==> src/rtl/qm_pkg.sv <==
package qm_pkg;
  typedef enum logic [1:0] {
    RGN_PEEK = 2'd0,
    RGN_STAT = 2'd1,
    RGN_PUSH = 2'd2,
    RGN_POP  = 2'd3
  } qmRegion_e;

  typedef struct packed {
    logic push;
    logic pop;
    logic peek;
    logic stat;
    logic rdHit;
  } qmStrobe_t;
endpackage

==> src/rtl/qm_desc_map.sv <==
module qm_desc_map #(
  parameter int unsigned DW = 32,
  parameter int unsigned NUM_DESC = 32,
  parameter int unsigned IDX_W = 6,
  parameter int unsigned NUM_REG = 2,
  parameter logic [NUM_REG-1:0][DW-1:0] REG_BASE  = {32'h0000_8000, 32'h0000_1000},
  parameter logic [NUM_REG-1:0][DW-1:0] REG_LG    = {32'd6, 32'd4},
  parameter logic [NUM_REG-1:0][DW-1:0] REG_CNT   = {32'd16, 32'd16},
  parameter logic [NUM_REG-1:0][DW-1:0] REG_START = {32'd16, 32'd0}
) (
  input  logic [DW-1:0]    inAddr,
  output logic [IDX_W-1:0] inIdx,
  output logic             inValid,
  input  logic [IDX_W-1:0] outIdx,
  output logic [DW-1:0]    outAddr
);
  logic [NUM_REG-1:0] fwdHit, revHit;
  logic [DW-1:0] fwdCand [NUM_REG];
  logic [DW-1:0] revCand [NUM_REG];
  logic [DW-1:0] idxExt;
  logic [DW-1:0] selIdx;
  logic          anyHit;

  assign idxExt = DW'(outIdx);

  for (genvar r = 0; r < NUM_REG; r++) begin : g_region
    logic [DW-1:0] off, rel;
    assign off = inAddr - REG_BASE[r];
    assign fwdHit[r] = (inAddr >= REG_BASE[r]) &&
                       ((off >> REG_LG[r]) < REG_CNT[r]) &&
                       ((off & ((DW'(1) << REG_LG[r]) - DW'(1))) == '0);
    assign fwdCand[r] = REG_START[r] + (off >> REG_LG[r]);
    assign rel = idxExt - REG_START[r];
    assign revHit[r] = (idxExt >= REG_START[r]) && (rel < REG_CNT[r]);
    assign revCand[r] = REG_BASE[r] + (rel << REG_LG[r]);
  end

  always_comb begin
    selIdx = '0;
    anyHit = 1'b0;
    outAddr = '0;
    for (int r = NUM_REG - 1; r >= 0; r--) begin
      if (fwdHit[r]) begin
        selIdx = fwdCand[r];
        anyHit = 1'b1;
      end
      if (revHit[r]) outAddr = revCand[r];
    end
  end

  assign inValid = anyHit && (selIdx < DW'(NUM_DESC));
  assign inIdx   = IDX_W'(selIdx);
endmodule

==> src/rtl/qm_ctrl.sv <==
module qm_ctrl
  import qm_pkg::*;
#(
  parameter int unsigned ADDR_W = 16,
  parameter int unsigned NUM_Q = 8,
  parameter int unsigned Q_BASE = 20,
  parameter int unsigned QW = 3
) (
  input  logic              wrEn,
  input  logic [ADDR_W-1:0] wrAddr,
  input  logic              pushDescOk,
  input  logic              rdEn,
  input  logic [ADDR_W-1:0] rdAddr,
  output qmStrobe_t         strobes,
  output logic [QW-1:0]     pushQ,
  output logic [QW-1:0]     rdQ
);
  localparam int unsigned QN_W = ADDR_W - 4;

  logic [QN_W-1:0] wrQn, rdQn;
  logic wrMine, rdMine;
  qmRegion_e wrRgn, rdRgn;

  assign wrQn  = wrAddr[ADDR_W-3:2];
  assign rdQn  = rdAddr[ADDR_W-3:2];
  assign wrRgn = qmRegion_e'(wrAddr[ADDR_W-1:ADDR_W-2]);
  assign rdRgn = qmRegion_e'(rdAddr[ADDR_W-1:ADDR_W-2]);

  assign wrMine = (wrQn >= QN_W'(Q_BASE)) && (wrQn < QN_W'(Q_BASE + NUM_Q)) &&
                  (wrAddr[1:0] == 2'b00);
  assign rdMine = (rdQn >= QN_W'(Q_BASE)) && (rdQn < QN_W'(Q_BASE + NUM_Q)) &&
                  (rdAddr[1:0] == 2'b00);

  assign pushQ = QW'(wrQn - QN_W'(Q_BASE));
  assign rdQ   = QW'(rdQn - QN_W'(Q_BASE));

  always_comb begin
    strobes       = '0;
    strobes.push  = wrEn && wrMine && (wrRgn == RGN_PUSH) && pushDescOk;
    strobes.pop   = rdEn && rdMine && (rdRgn == RGN_POP);
    strobes.peek  = rdEn && rdMine && (rdRgn == RGN_PEEK);
    strobes.stat  = rdEn && rdMine && (rdRgn == RGN_STAT);
    strobes.rdHit = strobes.pop || strobes.peek || strobes.stat;
  end
endmodule

==> src/rtl/qm_datapath.sv <==
module qm_datapath
  import qm_pkg::*;
#(
  parameter int unsigned NUM_Q = 8,
  parameter int unsigned NUM_DESC = 32,
  parameter int unsigned QW = 3,
  parameter int unsigned IDX_W = 6,
  parameter int unsigned CNT_W = 6
) (
  input  logic             clk,
  input  logic             rstN,
  input  qmStrobe_t        strobes,
  input  logic [QW-1:0]    pushQ,
  input  logic [QW-1:0]    rdQ,
  input  logic [IDX_W-1:0] pushIdx,
  output logic             retAck,
  output logic             retIsAddr,
  output logic [IDX_W-1:0] retIdx,
  output logic [CNT_W-1:0] retCount,
  output logic [NUM_Q-1:0] emptyMask
);
  localparam logic [IDX_W-1:0] NULL_IDX = '1;

  logic [IDX_W-1:0] headR [NUM_Q];
  logic [IDX_W-1:0] tailR [NUM_Q];
  logic [CNT_W-1:0] cntR  [NUM_Q];
  logic [IDX_W-1:0] linkR [NUM_DESC];
  logic sameQ;

  assign sameQ = strobes.push && strobes.pop && (pushQ == rdQ);

  for (genvar q = 0; q < NUM_Q; q++) begin : g_empty
    assign emptyMask[q] = (cntR[q] == '0);
  end

  always_ff @(posedge clk) begin
    if (!rstN) begin
      for (int q = 0; q < NUM_Q; q++) begin
        headR[q] <= NULL_IDX;
        tailR[q] <= NULL_IDX;
        cntR[q]  <= '0;
      end
      for (int d = 0; d < NUM_DESC; d++) linkR[d] <= NULL_IDX;
      retAck    <= 1'b0;
      retIsAddr <= 1'b0;
      retIdx    <= '0;
      retCount  <= '0;
    end else begin
      retAck    <= strobes.rdHit;
      retIsAddr <= 1'b0;
      retCount  <= '0;
      if (strobes.stat) retCount <= cntR[rdQ];
      if (strobes.peek && cntR[rdQ] != '0) begin
        retIdx    <= headR[rdQ];
        retIsAddr <= 1'b1;
      end
      if (strobes.pop) begin
        if (cntR[rdQ] != '0) begin
          retIdx    <= headR[rdQ];
          retIsAddr <= 1'b1;
          if (!sameQ) begin
            headR[rdQ] <= linkR[headR[rdQ]];
            cntR[rdQ]  <= cntR[rdQ] - CNT_W'(1);
          end
        end else if (sameQ) begin
          retIdx    <= pushIdx;
          retIsAddr <= 1'b1;
        end
      end
      if (strobes.push) begin
        if (sameQ) begin
          if (cntR[pushQ] != '0) begin
            linkR[pushIdx]      <= NULL_IDX;
            linkR[tailR[pushQ]] <= pushIdx;
            tailR[pushQ]        <= pushIdx;
            headR[pushQ]        <= (cntR[pushQ] == CNT_W'(1)) ? pushIdx : linkR[headR[pushQ]];
          end
        end else begin
          linkR[pushIdx] <= NULL_IDX;
          if (cntR[pushQ] == '0) headR[pushQ] <= pushIdx;
          else linkR[tailR[pushQ]] <= pushIdx;
          tailR[pushQ] <= pushIdx;
          cntR[pushQ]  <= cntR[pushQ] + CNT_W'(1);
        end
      end
    end
  end
endmodule

==> src/rtl/qm_linked_queue.sv <==
module qm_linked_queue
  import qm_pkg::*;
#(
  parameter int unsigned ADDR_W = 16,
  parameter int unsigned DW = 32,
  parameter int unsigned NUM_Q = 8,
  parameter int unsigned Q_BASE = 20,
  parameter int unsigned NUM_DESC = 32,
  parameter int unsigned NUM_REG = 2,
  parameter logic [NUM_REG-1:0][DW-1:0] REG_BASE  = {32'h0000_8000, 32'h0000_1000},
  parameter logic [NUM_REG-1:0][DW-1:0] REG_LG    = {32'd6, 32'd4},
  parameter logic [NUM_REG-1:0][DW-1:0] REG_CNT   = {32'd16, 32'd16},
  parameter logic [NUM_REG-1:0][DW-1:0] REG_START = {32'd16, 32'd0}
) (
  input  logic              clk,
  input  logic              rstN,
  input  logic              wrEn,
  input  logic [ADDR_W-1:0] wrAddr,
  input  logic [DW-1:0]     wrData,
  input  logic              rdEn,
  input  logic [ADDR_W-1:0] rdAddr,
  output logic              rdAck,
  output logic [DW-1:0]     rdData,
  output logic [NUM_Q-1:0]  emptyMask
);
  localparam int unsigned QW    = $clog2(NUM_Q);
  localparam int unsigned IDX_W = $clog2(NUM_DESC + 1);
  localparam int unsigned CNT_W = $clog2(NUM_DESC + 1);

  qmStrobe_t        strobes;
  logic [QW-1:0]    pushQ, rdQ;
  logic [IDX_W-1:0] pushIdx, retIdx;
  logic             pushDescOk, retIsAddr;
  logic [CNT_W-1:0] retCount;
  logic [DW-1:0]    retAddr;

  qm_desc_map #(
    .DW(DW), .NUM_DESC(NUM_DESC), .IDX_W(IDX_W), .NUM_REG(NUM_REG),
    .REG_BASE(REG_BASE), .REG_LG(REG_LG), .REG_CNT(REG_CNT), .REG_START(REG_START)
  ) map_i (
    .inAddr(wrData), .inIdx(pushIdx), .inValid(pushDescOk),
    .outIdx(retIdx), .outAddr(retAddr)
  );

  qm_ctrl #(.ADDR_W(ADDR_W), .NUM_Q(NUM_Q), .Q_BASE(Q_BASE), .QW(QW)) ctrl_i (
    .wrEn(wrEn), .wrAddr(wrAddr), .pushDescOk(pushDescOk),
    .rdEn(rdEn), .rdAddr(rdAddr), .strobes(strobes), .pushQ(pushQ), .rdQ(rdQ)
  );

  qm_datapath #(
    .NUM_Q(NUM_Q), .NUM_DESC(NUM_DESC), .QW(QW), .IDX_W(IDX_W), .CNT_W(CNT_W)
  ) dp_i (
    .clk(clk), .rstN(rstN), .strobes(strobes), .pushQ(pushQ), .rdQ(rdQ),
    .pushIdx(pushIdx), .retAck(rdAck), .retIsAddr(retIsAddr), .retIdx(retIdx),
    .retCount(retCount), .emptyMask(emptyMask)
  );

  assign rdData = retIsAddr ? retAddr : DW'(retCount);
endmodule

==> config.mk <==
export PLATFORM = sky130hd
export DESIGN_NAME = qm_linked_queue
export DESIGN_NICKNAME = d
export VERILOG_FILES = /design/src/rtl/qm_pkg.sv /design/src/rtl/qm_desc_map.sv /design/src/rtl/qm_ctrl.sv /design/src/rtl/qm_datapath.sv /design/src/rtl/qm_linked_queue.sv
export SDC_FILE = /design/constraint.sdc
export NUM_CORES = 1
export LEC_CHECK = 0
export ABC_AREA = 1
export BUFFER_PORTS_ARGS = -buffer_cell sky130_fd_sc_hd__buf_2
export CAP_MARGIN = 5
export CORE_ASPECT_RATIO = 0.9
export CORE_MARGIN = 2
export CORE_UTILIZATION = 55
export CTS_CLUSTER_SIZE = 10
export DETAILED_ROUTE_END_ITERATION = 8
export PLACE_DENSITY = 0.76
export SYNTH_ARGS = -nofsm -noshare
export SYNTH_HDL_FRONTEND = slang
export SYNTH_SLANG_ARGS = --single-unit
export TNS_END_PERCENT = 20
==> constraint.sdc <==
create_clock -name clk -period 8.35 [get_ports clk]
set_input_delay 0.835 -clock clk [delete_from_list [all_inputs] [get_ports clk]]
set_output_delay 0.835 -clock clk [all_outputs]
set_load 0.01 [all_outputs]
## After elaboration in Yosys (flattened, before gate mapping)

Memories as Yosys holds them, arrays and structs flattened.
Index checks and enable logic that the tools add are counted.
Widths: inputs -> output; s select.

| word-level totals | value |
|---|---|
| bits in writable memories | 336 |
| output and inout bits | 41 |
| input bits | 68 |
| memories | 4 |
| word-level logic and storage cells | 152 |
| flip-flop bits (word level) | 14 |

| cells by class | value |
|---|---|
| reductions and logical operators | 47 |
| bitwise gates (word level) | 4 |
| $add $sub $neg | 10 |
| equality and inequality tests | 5 |
| muxes and demuxes | 65 |
| magnitude comparators | 13 |

Memories:

| name | depth | width | rd ports | clocked after Yosys merged registers in | wr ports | line | source |
|---|---|---|---|---|---|---|---|
| dp_i.linkR | 32 | 6 | 2 | 0 | 32 | qm_datapath.sv:27 | `logic [IDX_W-1:0] linkR [NUM_DESC];` |
| dp_i.cntR | 8 | 6 | 10 | 0 | 8 | qm_datapath.sv:26 | `logic [CNT_W-1:0] cntR [NUM_Q];` |
| dp_i.headR | 8 | 6 | 2 | 0 | 8 | qm_datapath.sv:24 | `logic [IDX_W-1:0] headR [NUM_Q];` |
| dp_i.tailR | 8 | 6 | 1 | 0 | 8 | qm_datapath.sv:25 | `logic [IDX_W-1:0] tailR [NUM_Q];` |

Operators with widths:

| kind | number |
|---|---|
| $mux 32 | 4 |
| $mux 6 | 16 |
| $logic_not 32->1 | 2 |
| $logic_not 6->1 | 9 |
| $reduce_or 6->1 | 7 |
| $mux 1 | 37 |
| $add 16x32->32 const A | 1 |
| $ge 32x13->1 const B | 1 |
| $ge 32x16->1 const B | 1 |
| $lt 32x5->1 const B | 1 |
| $lt 32x6->1 const B | 1 |
| $sub 32x13->32 const B | 1 |
| $sub 32x16->32 const B | 1 |
| $lt 28x5->1 const B | 1 |
| $add 5x26->27 const A | 1 |
| $mux 27 | 1 |
| $lt 26x5->1 const B | 1 |
| $ge 12x5->1 const B | 2 |
| $lt 12x5->1 const B | 2 |
| $logic_and 1x1->1 | 21 |
| $mux 3 | 5 |
| $add 13x10->14 const A | 1 |
| $reduce_bool 6->1 | 2 |
| $mux 5 | 2 |
| 15 further kinds | 23 |

## Logic depth before layout (Yosys ltp)

| logic depth | value |
|---|---|
| word-level depth | 18 |
| gate-level depth with buffers | 25 |
| depth with buffers taken out | 23 |

## Modules after synthesis

A second synthesis with hierarchy kept.

| second synthesis, totals | value |
|---|---|
| cells, all modules | 3129 |
| area, all modules | 23399.9 sq um |

By module, submodules not included:

| module | cells an instance | sequential area each (sq um) | area an instance (sq um) | instances |
|---|---|---|---|---|
| qm_datapath | 2625 | 10129.7 | 20930.1 | 1 |
| qm_desc_map | 386 | 0.0 | 1949.4 | 1 |
| qm_linked_queue | 75 | 0.0 | 311.5 | 1 |
| qm_ctrl | 43 | 0.0 | 209.0 | 1 |

## Worst setup path after synthesis

OpenSTA, ideal clock, no wires.

| path | value |
|---|---|
| path kind | input to register |
| from | in wrAddr[2] |
| to | mem dp_i.linkR[0][0], enable pin |
| arrival time | 3855 ps |
| library setup time | 318 ps |
| setup slack | 4177 ps |
| cell stages on the path | 18 |
| cells stage by stage | clkbuf_1 inv_1 nand3_1 clkinv_1 a22oi_1 o221ai_1 nor4_1 clkbuf_1 inv_1 ha_1 nand2_1 nand2_1 inv_1 nand4_2 nand2_1 buf_2 nand4_1 nand2_1 |

RTL lines:

| item | line | source |
|---|---|---|
| start, declared | qm_linked_queue.sv:18 | `input logic [ADDR_W-1:0] wrAddr,` |
| end, declared | qm_datapath.sv:27 |  |

==> results.py <==
metrics = {
    "sta": {
        "report.final.slew_viol_count": 0,
        "max-slew-margin-rel_pct": 25.9,
        "setup_viol": 0,
        "setup_tns_ns": 0,
        "worstMarginPinSlew_ns": 1.11,
        "fin_hold_ws_ns": 0.611,
        "finalHoldViolCount": 0,
        "finalClockSkew_ns": 0.0297,
        "period_share_pct": 64.1,
        "rsz0062_at_grt": "no",
        "min_period_ns": 5.36,
        "max_freq_mhz": 187,
    },
    "cts": {
        "cts_setup_buffers": 0,
        "clock_sinks": 342,
        "clock-root-buffer": "clkbuf_16",
        "cts_tree": "done",
        "cts_hold_buffers": 0,
        "cts.clk_slew.worst_paths_ns": 0.05,
        "cts_max_path_buffers": 3,
        "clock_latency_ns": 0.59,
        "cts_resized": 0,
        "cts-buffers-inserted": 41,
        "htreeDepth": 2,
    },
    "setup_path": {
        "crit_path_frequent_cell": "nand2_1",
        "rrSetupSlack_ns": 4.18,
        "r2r_end": "dp_i.headR[4][3]",
        "worstSetupEndpointType": "flip-flop",
        "crit_chain": "buf_2 > clkinv_1 > nand3_1 > inv_1 > nand2_1 > o21ai_0 > nor2_1 > nand2_4 > buf_4 > nand2_1 > o211ai_1 > nand3_1 > nand3_1 > nand2_1 > nand2_1 > nand2_1 > inv_1 > nand3_1 > nand2_1 > a21oi_1",
        "worstPathRequired_ns": 8.64,
        "cp_slowest_stage_delay_ns": 0.83,
        "crit_arrival_ns": 5.65,
        "slowest_stage": "buf_4",
        "worst_r2r_startpoint": "dp_i.headR[0][0]",
        "crit_path_max_fanout": 97,
        "start_kind": "input port",
        "reg2reg_depth": 15,
        "critPathKind": "in -> reg",
    },
    "floorplanning": {
        "die_w_um": 215,
        "start_util_pct": 55.9,
        "die_h_um": 194,
        "ioPinCount": 109,
        "fp.coreArea_um2": 39500,
        "die_area_um2": 41800,
        "rows": 69,
    },
    "route": {
        "post_drt_wl_per_cell_um": 22.0,
        "vias_per_cell": 6.33,
        "top_layer_used": "met4",
        "wl_met3_mm": 9.75,
        "vias": 21200,
        "met2_length_mm": 31.5,
        "drc_errors": 0,
        "ant_nets": 0,
        "drt_iter0_markers": 3396,
        "finalWirelength_mm": 73.7,
        "met1_length_mm": 29.3,
        "dr.pass1.iters": 6,
    },
    "yosys": {
        "synth_cell_types": 55,
        "ys_ff_latch": 342,
        "syn_inst": 2790,
        "ys_seq_area_share_pct": 45.9,
        "synth-main-ff-cell": "edfxtp_1",
        "yosys_warnings": 0,
        "syn_area_um2": 22100,
        "synthArstFlopShare_pct": 0,
        "synth-edff-count": 328,
        "syn_avg_cell_area_um2": 7.92,
    },
    "min_path": {
        "hold_class": "in -> reg",
        "holdPathStages": 4,
        "min_to": "dp_i.retAck",
        "hp-start": "rdAddr[14]",
    },
    "layout": {
        "fin_area_um2": 23900,
        "final_nets": 2878,
        "area_growth_pct": 8.05,
        "drive_gt1_share_pct": 8.85,
        "final_cell_mix": "nand2_1, edfxtp_1, nand3_1",
        "final_cells": 3347,
        "mostFrequentLayoutCell": "nand2_1",
    },
    "power": {
        "p_leak_nw": 8.34,
        "vdd_drop_max_mv": 0.207,
        "power_density_nw_per_um2": 165,
        "total_power_mw": 3.94,
    },
    "global_route": {
        "antenna_found_initial": 0,
        "grt-ovfl-total": 0,
        "grt_usage_pct": 34.3,
        "grt_max_degree": 99,
        "grt_pass1_wl_mm": 111,
        "grt_pass1_vias": 19200,
    },
    "place": {
        "post_dp_cell_area_um2": 22700,
        "dp_hpwl_mm": 51.3,
        "dp.cells": 3282,
        "finalWeightedCongestion": 1.02,
        "port_buffers": 90,
    },
    "outcome": {
        "status": "finished clean",
    },
    "run": {
        "cap_violations": 0,
    },
}
==> registers in the layout (all words and copies together), names as in the netlist <==
register / count
dp_i.linkR: 192
dp_i.cntR: 48
dp_i.headR: 48
dp_i.tailR: 40
dp_i.retCount: 6
dp_i.retIdx: 6
dp_i.retAck: 1
dp_i.retIsAddr: 1
==> where the power goes <==
part           switching [mW]  internal [mW]  total, mW
Clock                   0.707          0.920       1.63
Combinational           0.321         0.0826      0.404
Sequential             0.0118           1.89       1.90
Total                    1.04           2.90       3.94
==> final cells by class <==
type	instances	area, µm²
inverters	332	1250
clock inverters	7	63.8
flip-flops and latches	342	10100
repair buffers	109	593
fillers	3548	15700
well taps	532	666
clock buffers	57	1110
multi-input cells	1967	10100
diodes	1	2.50
==> critical path, delay by kind of cell <==
kind	cells	cell delay, ns
and+or+nand+nor	12	2.47
buffers and inverters	5	1.83
AOI/OAI and AO/OA	3	0.38
==> routing by layer <==
| metal | up-vias | track usage, % |
|---|---|---|
| li1 | 9614 | - |
| met1 | 9780 | 48.6 |
| met2 | 1555 | 51.5 |
| met3 | 251 | 7.17 |
| met4 | 0 | 13.8 |
| met5 | - | 0 |
==> synth_stat cells, types with 3 or more instances <==
library cell	instances	area, µm²
nand3_1	323	1620
nor2_4	27	304
buf_1	12	45.0
nor2_1	262	983
or2_2	10	62.6
and3_1	4	25.0
buf_2	32	160
o2bb2ai_1	3	26.3
o211ai_1	157	1180
dfxtp_1	14	280
nand3b_1	15	113
edfxtp_1	328	9850
o21ai_1	5	25.0
xnor2_1	5	43.8
a21oi_1	118	591
a22o_1	8	70.1
a22oi_1	9	67.6
nor3_1	32	160
o21a_1	7	52.6
o21ai_0	70	350
nor2_2	17	106
a221oi_1	19	166
xor2_1	20	175
nor4_1	3	18.8
ha_1	17	213
a21oi_2	4	35.0
o2111ai_1	3	26.3
nand4_1	40	250
nand2_1	644	2420
nand2_2	6	37.5
clkbuf_1	100	375
o22ai_1	97	607
nand2_4	4	45.0
clkinv_1	6	22.5
inv_2	10	37.5
buf_4	22	165
inv_1	316	1190
==> metrics by stage <==
| step | setup slack [ns] | util (%) |
|---|---|---|
| after global routing | 2.72 | 60.4 |
| after detailed placement | 2.68 | 57.4 |
| after CTS | 3.26 | 60.4 |
| after global placement | 2.74 | 57.4 |
| after floorplan | 4.18 | - |
| final | 2.99 | 60.4 |
==> how the worst max path moves through the flow <==
| stage | slack [ns] | endpoint | startpoint | depth (start not counted) |
|---|---|---|---|---|
| after floorplan | 4.18 | dp_i.linkR[0][0] | wrAddr[2] | 18 |
| final | 2.99 | dp_i.headR[4][0] | wrAddr[4] | 20 |
| after global routing | 2.72 | dp_i.headR[4][3] | wrAddr[4] | 19 |
| after global placement | 2.74 | dp_i.headR[5][0] | wrAddr[4] | 19 |
| after detailed placement | 2.68 | dp_i.headR[4][0] | wrAddr[4] | 20 |
| after CTS | 3.26 | dp_i.linkR[13][5] | wrAddr[3] | 17 |
==> cells by family (layout without fill, tap and decap cells) <==
family / after synthesis / in the layout / synth area share, %
AND/OR/NAND/NOR: 1394 / 1394 / 28.1
AO/OA/AOI/OAI: 511 / 511 / 14.9
buffers and inverters: 498 / 505 / 9.02
flip-flops: 342 / 342 / 45.9
XOR/XNOR: 26 / 26 / 1.06
adder cells (fa/ha/maj): 17 / 17 / 0.963
other: 1 / 19 / 0.0170
multiplexers: 1 / 1 / 0.0510
No activity file was read; power rests on OpenSTA's default activity.
